File: src/rtl/lockarb_pkg.sv
package lockarb_pkg;
    localparam int NM = 2;

    typedef enum logic [2:0] {
        ST_IDLE,
        ST_OWNED,
        ST_READ,
        ST_HOLD,
        ST_RESTORE
    } arb_state_t;
endpackage

File: src/rtl/lockarb_pick.sv
module lockarb_pick
    import lockarb_pkg::*;
(
    input  logic [NM-1:0] req,
    input  logic          last,
    output logic          pick
);
    // Both requesting: the one that did not own last wins.
    always_comb begin
        if (req == {NM{1'b1}}) pick = ~last;
        else                   pick = req[1];
    end
endmodule

File: src/rtl/lockarb_fsm.sv
module lockarb_fsm
    import lockarb_pkg::*;
(
    input  logic          clk,
    input  logic          rst_n,
    input  logic [NM-1:0] req_as,
    input  logic [NM-1:0] req_ds,
    input  logic [NM-1:0] req_we,
    output logic [NM-1:0] gnt,
    output logic [NM-1:0] rsp_rdy,
    output logic          mem_en,
    output logic          mem_we,
    output logic          sel_saved,
    output logic          capture,
    output logic          owner
);
    arb_state_t state, nstate;
    logic own, pend, pick;
    logic as_o, ds_o, we_o;

    assign as_o  = req_as[own];
    assign ds_o  = req_ds[own];
    assign we_o  = req_we[own];
    assign owner = own;

    lockarb_pick pick_i (.req(req_as), .last(own), .pick(pick));

    // next state
    always_comb begin
        nstate = state;
        unique case (state)
            ST_IDLE:    if (|req_as) nstate = ST_OWNED;
            ST_OWNED: begin
                if (!as_o)                 nstate = pend ? ST_RESTORE : ST_IDLE;
                else if (ds_o && we_o)     nstate = ST_HOLD;
                else if (ds_o)             nstate = pend ? ST_RESTORE : ST_READ;
            end
            ST_READ:    nstate = ST_HOLD;
            ST_HOLD: begin
                if (!as_o)       nstate = pend ? ST_RESTORE : ST_IDLE;
                else if (!ds_o)  nstate = ST_OWNED;
            end
            ST_RESTORE: nstate = as_o ? ST_OWNED : ST_IDLE;
            default:    nstate = ST_IDLE;
        endcase
    end

    // state register
    always_ff @(posedge clk) begin
        if (!rst_n) begin
            state <= ST_IDLE;
            own   <= 1'b1;
            pend  <= 1'b0;
        end else begin
            state <= nstate;
            if (state == ST_IDLE && |req_as) own <= pick;
            if (state == ST_OWNED && as_o && ds_o && we_o) pend <= 1'b0;
            else if (state == ST_READ)                     pend <= 1'b1;
            else if (state == ST_RESTORE)                  pend <= 1'b0;
        end
    end

    // outputs
    always_comb begin
        gnt       = '0;
        rsp_rdy   = '0;
        mem_en    = 1'b0;
        mem_we    = 1'b0;
        sel_saved = 1'b0;
        capture   = 1'b0;
        if (state != ST_IDLE) gnt[own] = 1'b1;
        unique case (state)
            ST_OWNED: if (as_o && ds_o) begin
                if (we_o) begin
                    mem_en       = 1'b1;
                    mem_we       = 1'b1;
                    rsp_rdy[own] = 1'b1;
                end else if (!pend) begin
                    mem_en = 1'b1;
                end
            end
            ST_READ: begin
                rsp_rdy[own] = 1'b1;
                capture      = 1'b1;
            end
            ST_RESTORE: begin
                mem_en    = 1'b1;
                mem_we    = 1'b1;
                sel_saved = 1'b1;
            end
            default: ;
        endcase
    end

    p_one_owner_r2: assert property (@(posedge clk) disable iff (!rst_n)
        $onehot0(gnt));

    for (genvar k = 0; k < NM; k++) begin : g_chk
        p_hold_window_r2: assert property (@(posedge clk) disable iff (!rst_n)
            (gnt[k] && req_as[k]) |=> gnt[k]);
        p_foreign_quiet_r3: assert property (@(posedge clk) disable iff (!rst_n)
            rsp_rdy[k] |-> gnt[k]);
    end

    p_read_latency_r5: assert property (@(posedge clk) disable iff (!rst_n)
        (state == ST_OWNED && as_o && ds_o && !we_o && !pend) |=> (rsp_rdy == $past(gnt)));

    p_restore_first_r6: assert property (@(posedge clk) disable iff (!rst_n)
        (state == ST_IDLE) |-> !pend);

    p_locked_no_restore_r7: assert property (@(posedge clk) disable iff (!rst_n)
        (state == ST_HOLD && !pend) |=> (state != ST_RESTORE));
endmodule

File: src/rtl/lockarb_path.sv
module lockarb_path
    import lockarb_pkg::*;
#(
    parameter int AW = 4,
    parameter int DW = 16
) (
    input  logic            clk,
    input  logic            rst_n,
    input  logic            owner,
    input  logic            sel_saved,
    input  logic            capture,
    input  logic [NM*AW-1:0] req_addr,
    input  logic [NM*DW-1:0] req_wdata,
    input  logic [DW-1:0]   mem_rdata,
    output logic [AW-1:0]   mem_addr,
    output logic [DW-1:0]   mem_wdata,
    output logic [DW-1:0]   rsp_rdata
);
    logic [AW-1:0] a_s [NM];
    logic [DW-1:0] d_s [NM];
    logic [AW-1:0] sv_addr;
    logic [DW-1:0] sv_data;

    for (genvar k = 0; k < NM; k++) begin : g_slice
        assign a_s[k] = req_addr[k*AW +: AW];
        assign d_s[k] = req_wdata[k*DW +: DW];
    end

    always_ff @(posedge clk) begin
        if (!rst_n) begin
            sv_addr <= '0;
            sv_data <= '0;
        end else if (capture) begin
            sv_addr <= a_s[owner];
            sv_data <= mem_rdata;
        end
    end

    assign mem_addr  = sel_saved ? sv_addr : a_s[owner];
    assign mem_wdata = sel_saved ? sv_data : d_s[owner];
    assign rsp_rdata = mem_rdata;
endmodule

File: src/rtl/lockarb_rmw.sv
module lockarb_rmw
    import lockarb_pkg::*;
#(
    parameter int AW = 4,
    parameter int DW = 16
) (
    input  logic             clk,
    input  logic             rst_n,
    input  logic [NM-1:0]    req_as,
    input  logic [NM-1:0]    req_we,
    input  logic [NM-1:0]    req_ds,
    input  logic [NM*AW-1:0] req_addr,
    input  logic [NM*DW-1:0] req_wdata,
    output logic [DW-1:0]    rsp_rdata,
    output logic [NM-1:0]    rsp_rdy,
    output logic [NM-1:0]    gnt,
    output logic             mem_en,
    output logic             mem_we,
    output logic [AW-1:0]    mem_addr,
    output logic [DW-1:0]    mem_wdata,
    input  logic [DW-1:0]    mem_rdata
);
    logic owner, sel_saved, capture;

    lockarb_fsm fsm_i (
        .clk(clk), .rst_n(rst_n),
        .req_as(req_as), .req_ds(req_ds), .req_we(req_we),
        .gnt(gnt), .rsp_rdy(rsp_rdy),
        .mem_en(mem_en), .mem_we(mem_we),
        .sel_saved(sel_saved), .capture(capture), .owner(owner)
    );

    lockarb_path #(.AW(AW), .DW(DW)) path_i (
        .clk(clk), .rst_n(rst_n),
        .owner(owner), .sel_saved(sel_saved), .capture(capture),
        .req_addr(req_addr), .req_wdata(req_wdata), .mem_rdata(mem_rdata),
        .mem_addr(mem_addr), .mem_wdata(mem_wdata), .rsp_rdata(rsp_rdata)
    );
endmodule

File: config.mk
export PLATFORM = sky130hd
export DESIGN_NAME = lockarb_rmw
export DESIGN_NICKNAME = d
export VERILOG_FILES = /design/src/rtl/lockarb_pkg.sv /design/src/rtl/lockarb_pick.sv /design/src/rtl/lockarb_fsm.sv /design/src/rtl/lockarb_path.sv /design/src/rtl/lockarb_rmw.sv
export SDC_FILE = /design/constraint.sdc
export NUM_CORES = 1
export LEC_CHECK = 0
export ABC_AREA = 1
export BUFFER_PORTS_ARGS = -buffer_cell sky130_fd_sc_hd__buf_2
export CORE_UTILIZATION = 43
export DETAILED_ROUTE_END_ITERATION = 10
export PLACE_DENSITY = 0.81
export SLEW_MARGIN = 30
export SYNTH_ARGS = -nofsm -noshare
export SYNTH_HDL_FRONTEND = slang
export SYNTH_SLANG_ARGS = --single-unit
File: constraint.sdc
create_clock -name clk -period 1.4 [get_ports clk]
set_input_delay 0.14 -clock clk [delete_from_list [all_inputs] [get_ports clk]]
set_output_delay 0.14 -clock clk [all_outputs]
set_load 0.01 [all_outputs]
==> impl_metrics.toml <==
[synth]
yosys.area.top_type = "sky130_fd_sc_hd__dfxtp_1"
synthesis.yosys.warnings = 0
post_synthesis_adder_cell_area_fraction = 0
synth_async_reset_ratio = 0
synth_top_family_by_area = "simple AND/OR/NAND/NOR gates"
yosysMostFrequentCell = "sky130_fd_sc_hd__nand2_1"
ys_top_cells_by_count = "sky130_fd_sc_hd__nand2_1, sky130_fd_sc_hd__nor2_1, sky130_fd_sc_hd__o21ai_0"
synthXorXnorAreaFrac = 0
synthDistinctLibCells = 25
synth-edff-count = 0
synthTopCellsByArea = "sky130_fd_sc_hd__dfxtp_1, sky130_fd_sc_hd__nand2_1, sky130_fd_sc_hd__nor2_1"
synth_top_cell_area_share = 0.300
yosys-mux-area-fraction = 0
synth-compound-area-share = 0.185
synth_simple_gate_area_share = 0.354
avgSynthCellArea_um2 = 6.13
syn-instance-count = 272
synthesis.nets = 336
yosysSeqAreaShare = 0.300
synth.cell_area_um2 = 1670
primary_flip_flop_cell_chosen_by_synthesis_mapping = "sky130_fd_sc_hd__dfxtp_1"
synth-seq-cells = 25

[cts]
post_cts_hold_buffer_count = 0
clkTransAtPathRegs_ps = 80
clkLatencyLatePin_ps = 260
clockRootBuffer = "sky130_fd_sc_hd__clkbuf_8"
htreeDepth = 1
clockBufferDepth = 2
tritoncts = "done"
cts_num_sinks = 25
clock_buffers_created_by_tritoncts = 3

[route]
dr_total_vias = 2030
route.antenna.remaining_nets = 0
initialDrtViolationCount = 86
via_per_inst = 4.86
routed_wirelength_mm = 4.68
route.detailed.drc = 0
drt_first_pass_iters = 4
wire_per_inst_um = 11.2

[pwr]
leakage_nw = 1.27
max-vdd-ir-drop_uv = 374
power-per-cell-area_nw_per_um2 = 967

[timing]
finalSetupViolCount = 24
finalHoldWorstSlack_ps = 94.1
rsz0062_at_grt = "true"
count_of_final_hold_check_violations = 0
post_route_setup_slack_ps = -141
finalClockSkew_ps = 0.674
fmaxAchievable_ghz = 0.649
final-max-slew-violation-count = 0
tightest_slew_ps = 369
layout_worst_path_cycle_share = 1.10
slew_headroom = 0.754
final.min_clock_period_ps = 1540

[placed_design]
detailedPlacementHpwl_mm = 3.35
gp_congestion = 0.900
numPlacedInstances = 408
io_buffers = 105

[layout]
finalNonFillerCells = 418
multi_input_area_um2 = 926
filler_cell_count = 352
antenna_cells = 0
design.final.nets = 435
syn2layout_area_growth_pct = 38.0
regArea_um2 = 513
drive_gt1_frac = 0.408
postLayoutCoreUtil = 0.624

[setup_path]
criticalPathCategory = "register to output pin"
worstSetupStartpoint = "fsm_i.state[1]"
crit-reg2reg-capture = "fsm_i.state[0]"
worstSetupEndpointType = "output pin"
critical_path.startpoint_type = "register"
critical_path_peak_fanout = 3
reg2reg_depth = 9
endpoint = "rsp_rdy[0]"
worstPathRequired_ps = 1260
timing.critical_path.arrival_ps = 1400
rr_startpoint = "fsm_i.state[1]"
r2r_setup_slack_ps = 70

[floorplanning]
floorplan.die.height_um = 64.3
core_um2 = 3690
start_util = 0.452
floorplan.rows = 22
top_level_ports = 106
die_width_um = 64.3
die_area_um2 = 4130

[grt]
grt_overflow = 0
grt.total_usage = 0.230
grt_antenna_before_repair = 0
grt_first_pass_wirelength_mm = 7.56
number_of_global_route_vias_before_repair = 1777
grt_max_degree = 24

[worst_hold_path]
timing.hold.worst.start = "mem_rdata[7]"
holdPathStages = 3
worstHoldPathType = "input port to register"

[status]
run_status = "finished, violations left"
failed_checks = "negative setup slack"

[job]
maxCapViolCount = 0
## kinds of logic after synthesis
family,after synthesis
compound gates,55
simple gates,148
buf+inv,44
flops,25
## per-layer routing
metal,wire (µm),share of wire,GRT usage,vias to the layer above
met3,289,0.062,0.0321,8
met4,57,0.012,0.0694,0
met2,2320,0.50,0.436,82
li1,-,-,-,1054
met5,0,0,0,-
met1,2010,0.43,0.261,886
## where the power goes
group | internal (mW) | total (mW) | switching (mW) | leakage, nW
registers | 0.796 | 0.848 | 0.0525 | 0.205
logic | 0.416 | 0.959 | 0.543 | 1.04
clock network | 0.203 | 0.420 | 0.217 | 0.0228
total | 1.41 | 2.23 | 0.812 | 1.27
## worst min path at each step
stage                    endpoint  slack (ps)
4_1_cts         path_i.sv_data[7]         110
2_1_floorplan  path_i.sv_data[10]         270
6_report        path_i.sv_data[7]          90
3_3_place_gp    path_i.sv_data[7]         370
3_5_place_dp    path_i.sv_data[7]         380
5_1_grt         path_i.sv_data[6]         130
## cell usage in the layout, fill, tap and decap left out, types with 4 or more instances in the layout
master                    count
sky130_fd_sc_hd__buf_2      105
sky130_fd_sc_hd__nand2_1     76
sky130_fd_sc_hd__nor2_1      56
sky130_fd_sc_hd__o21ai_0     25
sky130_fd_sc_hd__dfxtp_1     21
sky130_fd_sc_hd__a31oi_1     15
sky130_fd_sc_hd__buf_4       12
sky130_fd_sc_hd__inv_1       10
sky130_fd_sc_hd__a21oi_1      7
sky130_fd_sc_hd__nand2_2      6
sky130_fd_sc_hd__buf_6        5
sky130_fd_sc_hd__nor2_2       4
## worst max-delay path, stage by stage, from the launching register on
cell                      delay (ps)
sky130_fd_sc_hd__dfxtp_2         330
sky130_fd_sc_hd__buf_4           150
sky130_fd_sc_hd__nor2_2          120
sky130_fd_sc_hd__nand2_2          70
sky130_fd_sc_hd__a21oi_2         140
sky130_fd_sc_hd__nand2_1          90
sky130_fd_sc_hd__a21oi_2         120
sky130_fd_sc_hd__buf_2           140
## final cells by class
class,instances,area share
timing repair buffer,123,0.298
multi-input combinational,203,0.402
timing repair inverter,1,0.00272
clock buffer,4,0.0196
tap,48,0.0261
inverter,14,0.0283
sequential,25,0.223
## stage by stage
stage / total power, mW / TNS [ps] / cell area [µm²] / worst slack (ps)
6_report: 2.23 / -2160 / 2300 / -141
2_1_floorplan: 1.44 / 0 / 1670 / 166
3_3_place_gp: 1.73 / 0 / 2140 / 46.5
5_1_grt: 2.38 / -4330 / 2300 / -227
4_1_cts: 2.23 / -2320 / 2290 / -132
3_5_place_dp: 1.74 / -11.9 / 2140 / -7.19
## registers in the layout, summed over array words and instances, names as in the netlist
register,cells
fsm_i.owner,1
fsm_i.pend,1
fsm_i.state,3
path_i.sv_addr,4
path_i.sv_data,16
## what timing repair did
item | CTS | global route
setup buffers | 5 | 0
pin swaps | 8 | 6
gates cloned | 1 | 0
endpoints found under the setup margin | 24 | 38
hold endpoints to repair | 0 | 0
resized for setup | 22 | 6
Note: power is estimated with default switching activity, not from simulation.
